==> src/rtl/irq_shaper_pkg.sv <==
package irq_shaper_pkg;

   localparam int unsigned IRQ_DATA_W        = 32;
   localparam int unsigned IRQ_WIDTH_W       = 16;
   localparam int unsigned IRQ_GAP_W         = 8;
   localparam int unsigned IRQ_DEFAULT_WIDTH = 16;

   typedef enum logic {
      OUT_EDGE  = 1'b0,
      OUT_LEVEL = 1'b1
   } irq_out_mode_e;

endpackage

==> src/rtl/irq_cfg_reg.sv <==
module irq_cfg_reg #(
   parameter int unsigned DATA_W  = 32,
   parameter int unsigned WIDTH_W = 16,
   parameter int unsigned GAP_W   = 8
) (
   input  logic               clk_i,
   input  logic               rst_ni,
   input  logic               wr_en_i,
   input  logic [DATA_W-1:0]  wr_data_i,
   output logic [DATA_W-1:0]  rd_data_o,
   output logic [WIDTH_W-1:0] width_o,
   output logic [GAP_W-1:0]   gap_o
);

   localparam int unsigned GAP_LSB = DATA_W - GAP_W;
   localparam int unsigned RSVD_W  = GAP_LSB - WIDTH_W;

   logic [WIDTH_W-1:0] width_q;
   logic [GAP_W-1:0]   gap_q;

   always_ff @(posedge clk_i or negedge rst_ni) begin
      if (!rst_ni) begin
         width_q <= '0;
         gap_q   <= '0;
      end else if (wr_en_i) begin
         width_q <= wr_data_i[WIDTH_W-1:0];
         gap_q   <= wr_data_i[DATA_W-1:GAP_LSB];
      end
   end

   // readback assembled bit by bit; bits between the fields are tied low
   for (genvar b = 0; b < DATA_W; b++) begin : g_rd_bit
      if (b < WIDTH_W) begin : g_width
         assign rd_data_o[b] = width_q[b];
      end else if (b >= GAP_LSB) begin : g_gap
         assign rd_data_o[b] = gap_q[b-GAP_LSB];
      end else begin : g_rsvd
         assign rd_data_o[b] = 1'b0;
      end
   end

   if (RSVD_W > 0) begin : g_rsvd_sink
      logic unused_rsvd_bits;
      assign unused_rsvd_bits = ^wr_data_i[GAP_LSB-1:WIDTH_W];
   end

   assign width_o = width_q;
   assign gap_o   = gap_q;

   if (RSVD_W > 0) begin : g_rsvd_check
      p_rsvd_zero_r2 : assert property (@(posedge clk_i) disable iff (!rst_ni)
         rd_data_o[GAP_LSB-1:WIDTH_W] == '0);
   end

   p_write_lands_r2 : assert property (@(posedge clk_i) disable iff (!rst_ni)
      wr_en_i |=> (width_o == $past(wr_data_i[WIDTH_W-1:0])) &&
                  (gap_o   == $past(wr_data_i[DATA_W-1:GAP_LSB])));

endmodule

==> src/rtl/irq_pulse_timer.sv <==
module irq_pulse_timer #(
   parameter int unsigned WIDTH_W       = 16,
   parameter int unsigned DEFAULT_WIDTH = 16
) (
   input  logic               clk_i,
   input  logic               rst_ni,
   input  logic               start_i,
   input  logic [WIDTH_W-1:0] width_i,
   output logic               active_o,
   output logic               last_o
);

   localparam logic [WIDTH_W-1:0] DEF_W = WIDTH_W'(DEFAULT_WIDTH);

   logic [WIDTH_W-1:0] cnt_q;
   logic [WIDTH_W-1:0] load_val;

   // width is latched into the counter at launch, so later writes wait
   assign load_val = (width_i == '0) ? DEF_W : width_i;

   always_ff @(posedge clk_i or negedge rst_ni) begin
      if (!rst_ni) begin
         cnt_q <= '0;
      end else if (start_i && (cnt_q == '0)) begin
         cnt_q <= load_val;
      end else if (cnt_q != '0) begin
         cnt_q <= cnt_q - 1'b1;
      end
   end

   assign active_o = (cnt_q != '0);
   assign last_o   = (cnt_q == WIDTH_W'(1));

   p_count_down_r3 : assert property (@(posedge clk_i) disable iff (!rst_ni)
      (cnt_q != '0) |=> (cnt_q == $past(cnt_q) - 1'b1));

   p_zero_default_r4 : assert property (@(posedge clk_i) disable iff (!rst_ni)
      (start_i && !active_o && (width_i == '0)) |=> (cnt_q == DEF_W));

endmodule

==> src/rtl/irq_gap_timer.sv <==
module irq_gap_timer #(
   parameter int unsigned GAP_W = 8
) (
   input  logic             clk_i,
   input  logic             rst_ni,
   input  logic             load_i,
   input  logic [GAP_W-1:0] gap_i,
   input  logic             tick_i,
   output logic             open_o
);

   logic [GAP_W-1:0] cnt_q;

   always_ff @(posedge clk_i or negedge rst_ni) begin
      if (!rst_ni) begin
         cnt_q <= '0;
      end else if (load_i) begin
         cnt_q <= gap_i;
      end else if (tick_i && (cnt_q != '0)) begin
         cnt_q <= cnt_q - 1'b1;
      end
   end

   assign open_o = (cnt_q == '0);

   p_gap_hold_r5 : assert property (@(posedge clk_i) disable iff (!rst_ni)
      ((cnt_q != '0) && !tick_i && !load_i) |=> $stable(cnt_q));

   p_gap_step_r5 : assert property (@(posedge clk_i) disable iff (!rst_ni)
      ((cnt_q != '0) && tick_i && !load_i) |=> (cnt_q == $past(cnt_q) - 1'b1));

endmodule

==> src/rtl/irq_pulse_shaper.sv <==
module irq_pulse_shaper #(
   parameter int unsigned DATA_W        = irq_shaper_pkg::IRQ_DATA_W,
   parameter int unsigned WIDTH_W       = irq_shaper_pkg::IRQ_WIDTH_W,
   parameter int unsigned GAP_W         = irq_shaper_pkg::IRQ_GAP_W,
   parameter int unsigned DEFAULT_WIDTH = irq_shaper_pkg::IRQ_DEFAULT_WIDTH
) (
   input  logic              clk_i,
   input  logic              rst_ni,
   input  logic              evt_i,
   input  logic              ack_i,
   input  logic              sof_tick_i,
   input  logic              level_mode_i,
   input  logic              cfg_wr_i,
   input  logic [DATA_W-1:0] cfg_wdata_i,
   output logic [DATA_W-1:0] cfg_rdata_o,
   output logic              irq_o
);
   import irq_shaper_pkg::*;

   if (WIDTH_W < 5 || GAP_W < 1) begin : g_bad_fields
      $error("irq_pulse_shaper: field widths too small");
   end
   if (WIDTH_W + GAP_W > DATA_W) begin : g_bad_layout
      $error("irq_pulse_shaper: fields overlap");
   end
   if (DEFAULT_WIDTH == 0 || DEFAULT_WIDTH >= (1 << WIDTH_W)) begin : g_bad_default
      $error("irq_pulse_shaper: default width out of range");
   end

   irq_out_mode_e      mode;
   logic [WIDTH_W-1:0] width_cfg;
   logic [GAP_W-1:0]   gap_cfg;
   logic               pend_q;
   logic               launch;
   logic               pulse_active;
   logic               pulse_last;
   logic               gap_open;

   assign mode = level_mode_i ? OUT_LEVEL : OUT_EDGE;

   irq_cfg_reg #(
      .DATA_W (DATA_W),
      .WIDTH_W(WIDTH_W),
      .GAP_W  (GAP_W)
   ) u_cfg (
      .clk_i    (clk_i),
      .rst_ni   (rst_ni),
      .wr_en_i  (cfg_wr_i),
      .wr_data_i(cfg_wdata_i),
      .rd_data_o(cfg_rdata_o),
      .width_o  (width_cfg),
      .gap_o    (gap_cfg)
   );

   // a pending event launches only when no pulse runs and the gap is over
   assign launch = (mode == OUT_EDGE) && pend_q && !pulse_active && gap_open;

   // a new strobe wins over a same-cycle clear, so no event is lost
   always_ff @(posedge clk_i or negedge rst_ni) begin
      if (!rst_ni) begin
         pend_q <= 1'b0;
      end else if (evt_i) begin
         pend_q <= 1'b1;
      end else if (launch) begin
         pend_q <= 1'b0;
      end else if ((mode == OUT_LEVEL) && ack_i) begin
         pend_q <= 1'b0;
      end
   end

   irq_pulse_timer #(
      .WIDTH_W      (WIDTH_W),
      .DEFAULT_WIDTH(DEFAULT_WIDTH)
   ) u_pulse (
      .clk_i   (clk_i),
      .rst_ni  (rst_ni),
      .start_i (launch),
      .width_i (width_cfg),
      .active_o(pulse_active),
      .last_o  (pulse_last)
   );

   // gap starts counting on the edge that ends the pulse
   irq_gap_timer #(
      .GAP_W(GAP_W)
   ) u_gap (
      .clk_i  (clk_i),
      .rst_ni (rst_ni),
      .load_i (pulse_last),
      .gap_i  (gap_cfg),
      .tick_i (sof_tick_i),
      .open_o (gap_open)
   );

   assign irq_o = (mode == OUT_LEVEL) ? pend_q : pulse_active;

   p_launch_gap_r5 : assert property (@(posedge clk_i) disable iff (!rst_ni)
      $rose(pulse_active) |-> $past(gap_open));

   p_pulse_hold_r10 : assert property (@(posedge clk_i) disable iff (!rst_ni)
      (pulse_active && !pulse_last) |=> pulse_active);

   p_level_ack_r9 : assert property (@(posedge clk_i) disable iff (!rst_ni)
      (level_mode_i && ack_i && !evt_i && $stable(level_mode_i)) |=> !irq_o);

   p_level_set_r9 : assert property (@(posedge clk_i) disable iff (!rst_ni)
      (level_mode_i && evt_i) |=> (irq_o || !level_mode_i));

   p_no_edge_in_level_r11 : assert property (@(posedge clk_i) disable iff (!rst_ni)
      level_mode_i |-> !launch);

endmodule

==> config.mk <==
export PLATFORM = sky130hd
export DESIGN_NAME = irq_pulse_shaper
export DESIGN_NICKNAME = d
export VERILOG_FILES = /design/src/rtl/irq_shaper_pkg.sv /design/src/rtl/irq_cfg_reg.sv /design/src/rtl/irq_pulse_timer.sv /design/src/rtl/irq_gap_timer.sv /design/src/rtl/irq_pulse_shaper.sv
export SDC_FILE = /design/constraint.sdc
export NUM_CORES = 1
export LEC_CHECK = 0
export CAP_MARGIN = 20
export CORE_MARGIN = 2
export CORE_UTILIZATION = 30
export DETAILED_ROUTE_END_ITERATION = 16
export PLACE_DENSITY = 0.63
export SYNTH_ARGS = -nofsm -noshare
export SYNTH_HDL_FRONTEND = slang
export SYNTH_SLANG_ARGS = --single-unit
==> constraint.sdc <==
create_clock -name clk_i -period 5.8 [get_ports clk_i]
set_clock_uncertainty 0.15 [all_clocks]
set_input_delay 1.16 -clock clk_i [delete_from_list [all_inputs] [get_ports clk_i]]
set_output_delay 1.16 -clock clk_i [all_outputs]
set_load 0.02 [all_outputs]
==> metrics.csv <==
stage;metric;value;unit
place;DP HPWL;4.04;mm
power_and_ir_drop;VDD IR max;0.130;mV
sta;RSZ-0062 raised after global routing;false;
die;Die W;95.0;µm
yosys;YS warnings;0;
sta;Least-Margin Pin Slew;0.632;ns
routing;Post-Route WL;5.50;mm
clock_tree;Clock Tree Buf Depth;2;
yosys;Mapped Area;2480;µm²
critical_path;Top cell by count, worst path;clkdlybuf4s50_1;
yosys;flops & latches, synth;49;
final_layout;area delta synth->final;28.0;%
critical_path;slowest library cell on the worst path;clkdlybuf4s50_1;
sta;TNS Setup;0;ns
final_layout;Register Area;1230;µm²
routing;Wirelength per Cell;14.0;µm
die;row count;33;
sta;Final Hold Vio Count;0;
critical_path;CP arrival;2.60;ns
clock_tree;H-Tree Depth;2;
yosys;main area contributors after synthesis;dfrtp_1 49%, mux2_2 11%, a21oi_1 3.4%, buf_4 3.0%, nand2_1 3.0%;
final_layout;Final #Nets;331;
sta;Slew HR;0.578;
die;Initial Util;0.305;
die;Die Y;95.0;µm
yosys;Seq/Total Area, Yosys;0.493;
run;maxcap violations;0;
yosys;post-synth top area cell;dfrtp_1;
place;DP Area;3090;µm²
sta;final setup fails;0;
yosys;number of flops mapped to enable cells by yosys;0;
place;final RePlAce weighted congestion;0.809;
yosys;count leader, synth;dfrtp_1;
power_and_ir_drop;Pwr per Cell Area;262;nW/µm²
critical_path;critical path launch point type;primary input;
sta;achievable frequency;255;MHz
yosys;synthesized area per cell;10.7;µm²
final_layout;area occupied by multi-input gates;1150;µm²
routing;Via Count;1914;
place;Place WS;1.87;ns
die;Die Area;9030;µm²
clock_tree;Setup Buffers After CTS;0;
routing;First DRT Iteration DRCs;141;
clock_tree;CTS tree;built;
final_layout;Antenna Cells;0;
critical_path;Critical Path RT;4.49;ns
global_routing;initial antenna violation count;0;
final_layout;Final Instance Count excl. Fillers;392;
power_and_ir_drop;Tot Pwr;0.833;mW
global_routing;number of global-route vias before repair;1974;
critical_path;CP Cell Sequence;clkdlybuf4s50_1 -> mux2i_1 -> clkdlybuf4s50_1;
clock_tree;Reg clk slew, reported paths;0.09;ns
critical_path;Worst path max stage delay;0.63;ns
sta;PnR worst setup slack;1.89;ns
routing;ANT nets after route;0;
global_routing;global-route wire length before repair;9.48;mm
sta;final worst path period need;3.91;ns
routing;routed vias/inst;4.88;
worst_hold_path;HP Class;reg -> reg;
run_status;status;finished clean;
sta;crit share post-route;0.675;
place;# port buffers;55;
yosys;Main synth FF type;dfrtp_1;
critical_path;maximum net fanout on the critical path;5;
critical_path;critical path capture point type;output port;
place;placed cells;385;
clock_tree;PostCTS Resize Cnt;0;
critical_path;CP Class;in -> out;
sta;hold_ws;0.367;ns
clock_tree;CTS Buf Count;5;
yosys;post-synth cell types;46;
clock_tree;clock sinks;49;
routing;drt drc;0;
clock_tree;CTS Hold Bufs;0;
yosys;asr flop ratio synth;1.00;
die;IO Pins;72;
yosys;Post-synth top cells;49 x dfrtp_1, 25 x mux2_2, 20 x nand2_1;
global_routing;grt ovf;0;
final_layout;fin util;0.391;
final_layout;share of cells above drive strength 1;0.150;
final_layout;post-route cell area;3180;µm²
global_routing;pin count of the biggest net entering global routing;50;
yosys;Syn Inst Count;233;
power_and_ir_drop;P_leak;1.23;nW
yosys;Yosys top cell area share;0.493;
die;CORE AREA;8130;µm²
routing;drt first pass iters;4;
final_layout;Fillers;786;
sta;max-slew violations;0;
global_routing;GRT Util Overall;0.134;
clock_tree;clk_lat worst skew;0.30;ns
clock_tree;root buffer cell;clkbuf_8;
## final timing paths
kind / endpoint / slack, ns / start / depth (start not counted)
setup / recovery: irq_o / 1.89 / level_mode_i / 3
hold / removal: u_gap.cnt_q[5]$_DFFE_PN0P_ / 0.37 / u_cfg.gap_o[5]$_DFFE_PN0P_ / 1
setup reg to reg: u_pulse.cnt_q[3]$_DFFE_PN0P_ / 2.99 / u_pulse.cnt_q[0]$_DFFE_PN0P_ / 8
hold reg to reg: u_gap.cnt_q[5]$_DFFE_PN0P_ / 0.37 / u_cfg.gap_o[5]$_DFFE_PN0P_ / 1
max in group asynchronous: u_cfg.gap_o[6]$_DFFE_PN0P_ / 4.27 / rst_ni / 2
min in group asynchronous: u_cfg.width_o[15]$_DFFE_PN0P_ / 0.81 / rst_ni / 2
## flip-flops by register name, summed over array words and instances, names as in the netlist
signal,cells
u_cfg.width_o,16
u_gap.cnt_q,8
u_pulse.cnt_q,16
pend_q,1
u_cfg.gap_o,8
## area by class of cell
class	instances	share of cell area
sequential	49	0.386
multi-input combinational	167	0.361
timing repair buffer	58	0.181
tap	105	0.0413
clock buffer	5	0.0216
inverter	7	0.00826
clock inverter	1	0.00157
## critical path: cells and delay by family
kind / cells / cell delay, ns
buffers and inverters: 2 / 1.22
multiplexers: 1 / 0.23
## kinds of logic after synthesis
| logic type | share of synthesized area |
|---|---|
| adders and majority gates | 0.0201 |
| and+or+nand+nor | 0.159 |
| xor gates and xnor gates | 0.0247 |
| buffers and inverters | 0.0554 |
| AOI/OAI and AO/OA | 0.113 |
| muxes | 0.133 |
| other | 0.00151 |
| DFF | 0.493 |
## report_power, final
group	total [mW]	switching, mW	internal, mW
clock	0.189	0.110	0.0797
sequential	0.429	0.0421	0.387
combinational	0.215	0.102	0.113
## cells in the final DEF (no fill, tap or decap), types with 2 or more instances in the layout
master / instances
o31ai_1: 3
or3_1: 2
xor2_1: 2
nor2_1: 16
nor3_1: 6
dfrtp_1: 49
nand3_1: 3
nor3b_1: 2
a21oi_1: 17
buf_4: 2
clkbuf_8: 5
o21ai_0: 11
nand2_1: 20
or4_1: 4
xnor2_1: 5
a21o_1: 3
nor4_1: 7
ha_1: 4
conb_1: 8
mux2i_1: 5
inv_1: 6
clkdlybuf4s50_1: 54
mux2_2: 25
o21a_1: 4
## metal layers
layer | wire length, µm | part of all wire | vias up | global-route usage
met4 | 82 | 0.015 | 0 | 0.0399
li1 | - | - | 933 | -
met2 | 2490 | 0.45 | 56 | 0.212
met1 | 2630 | 0.48 | 920 | 0.185
met3 | 292 | 0.053 | 5 | 0.0285
met5 | 0 | 0 | - | 0
Note: power is estimated with default switching activity, not from simulation.
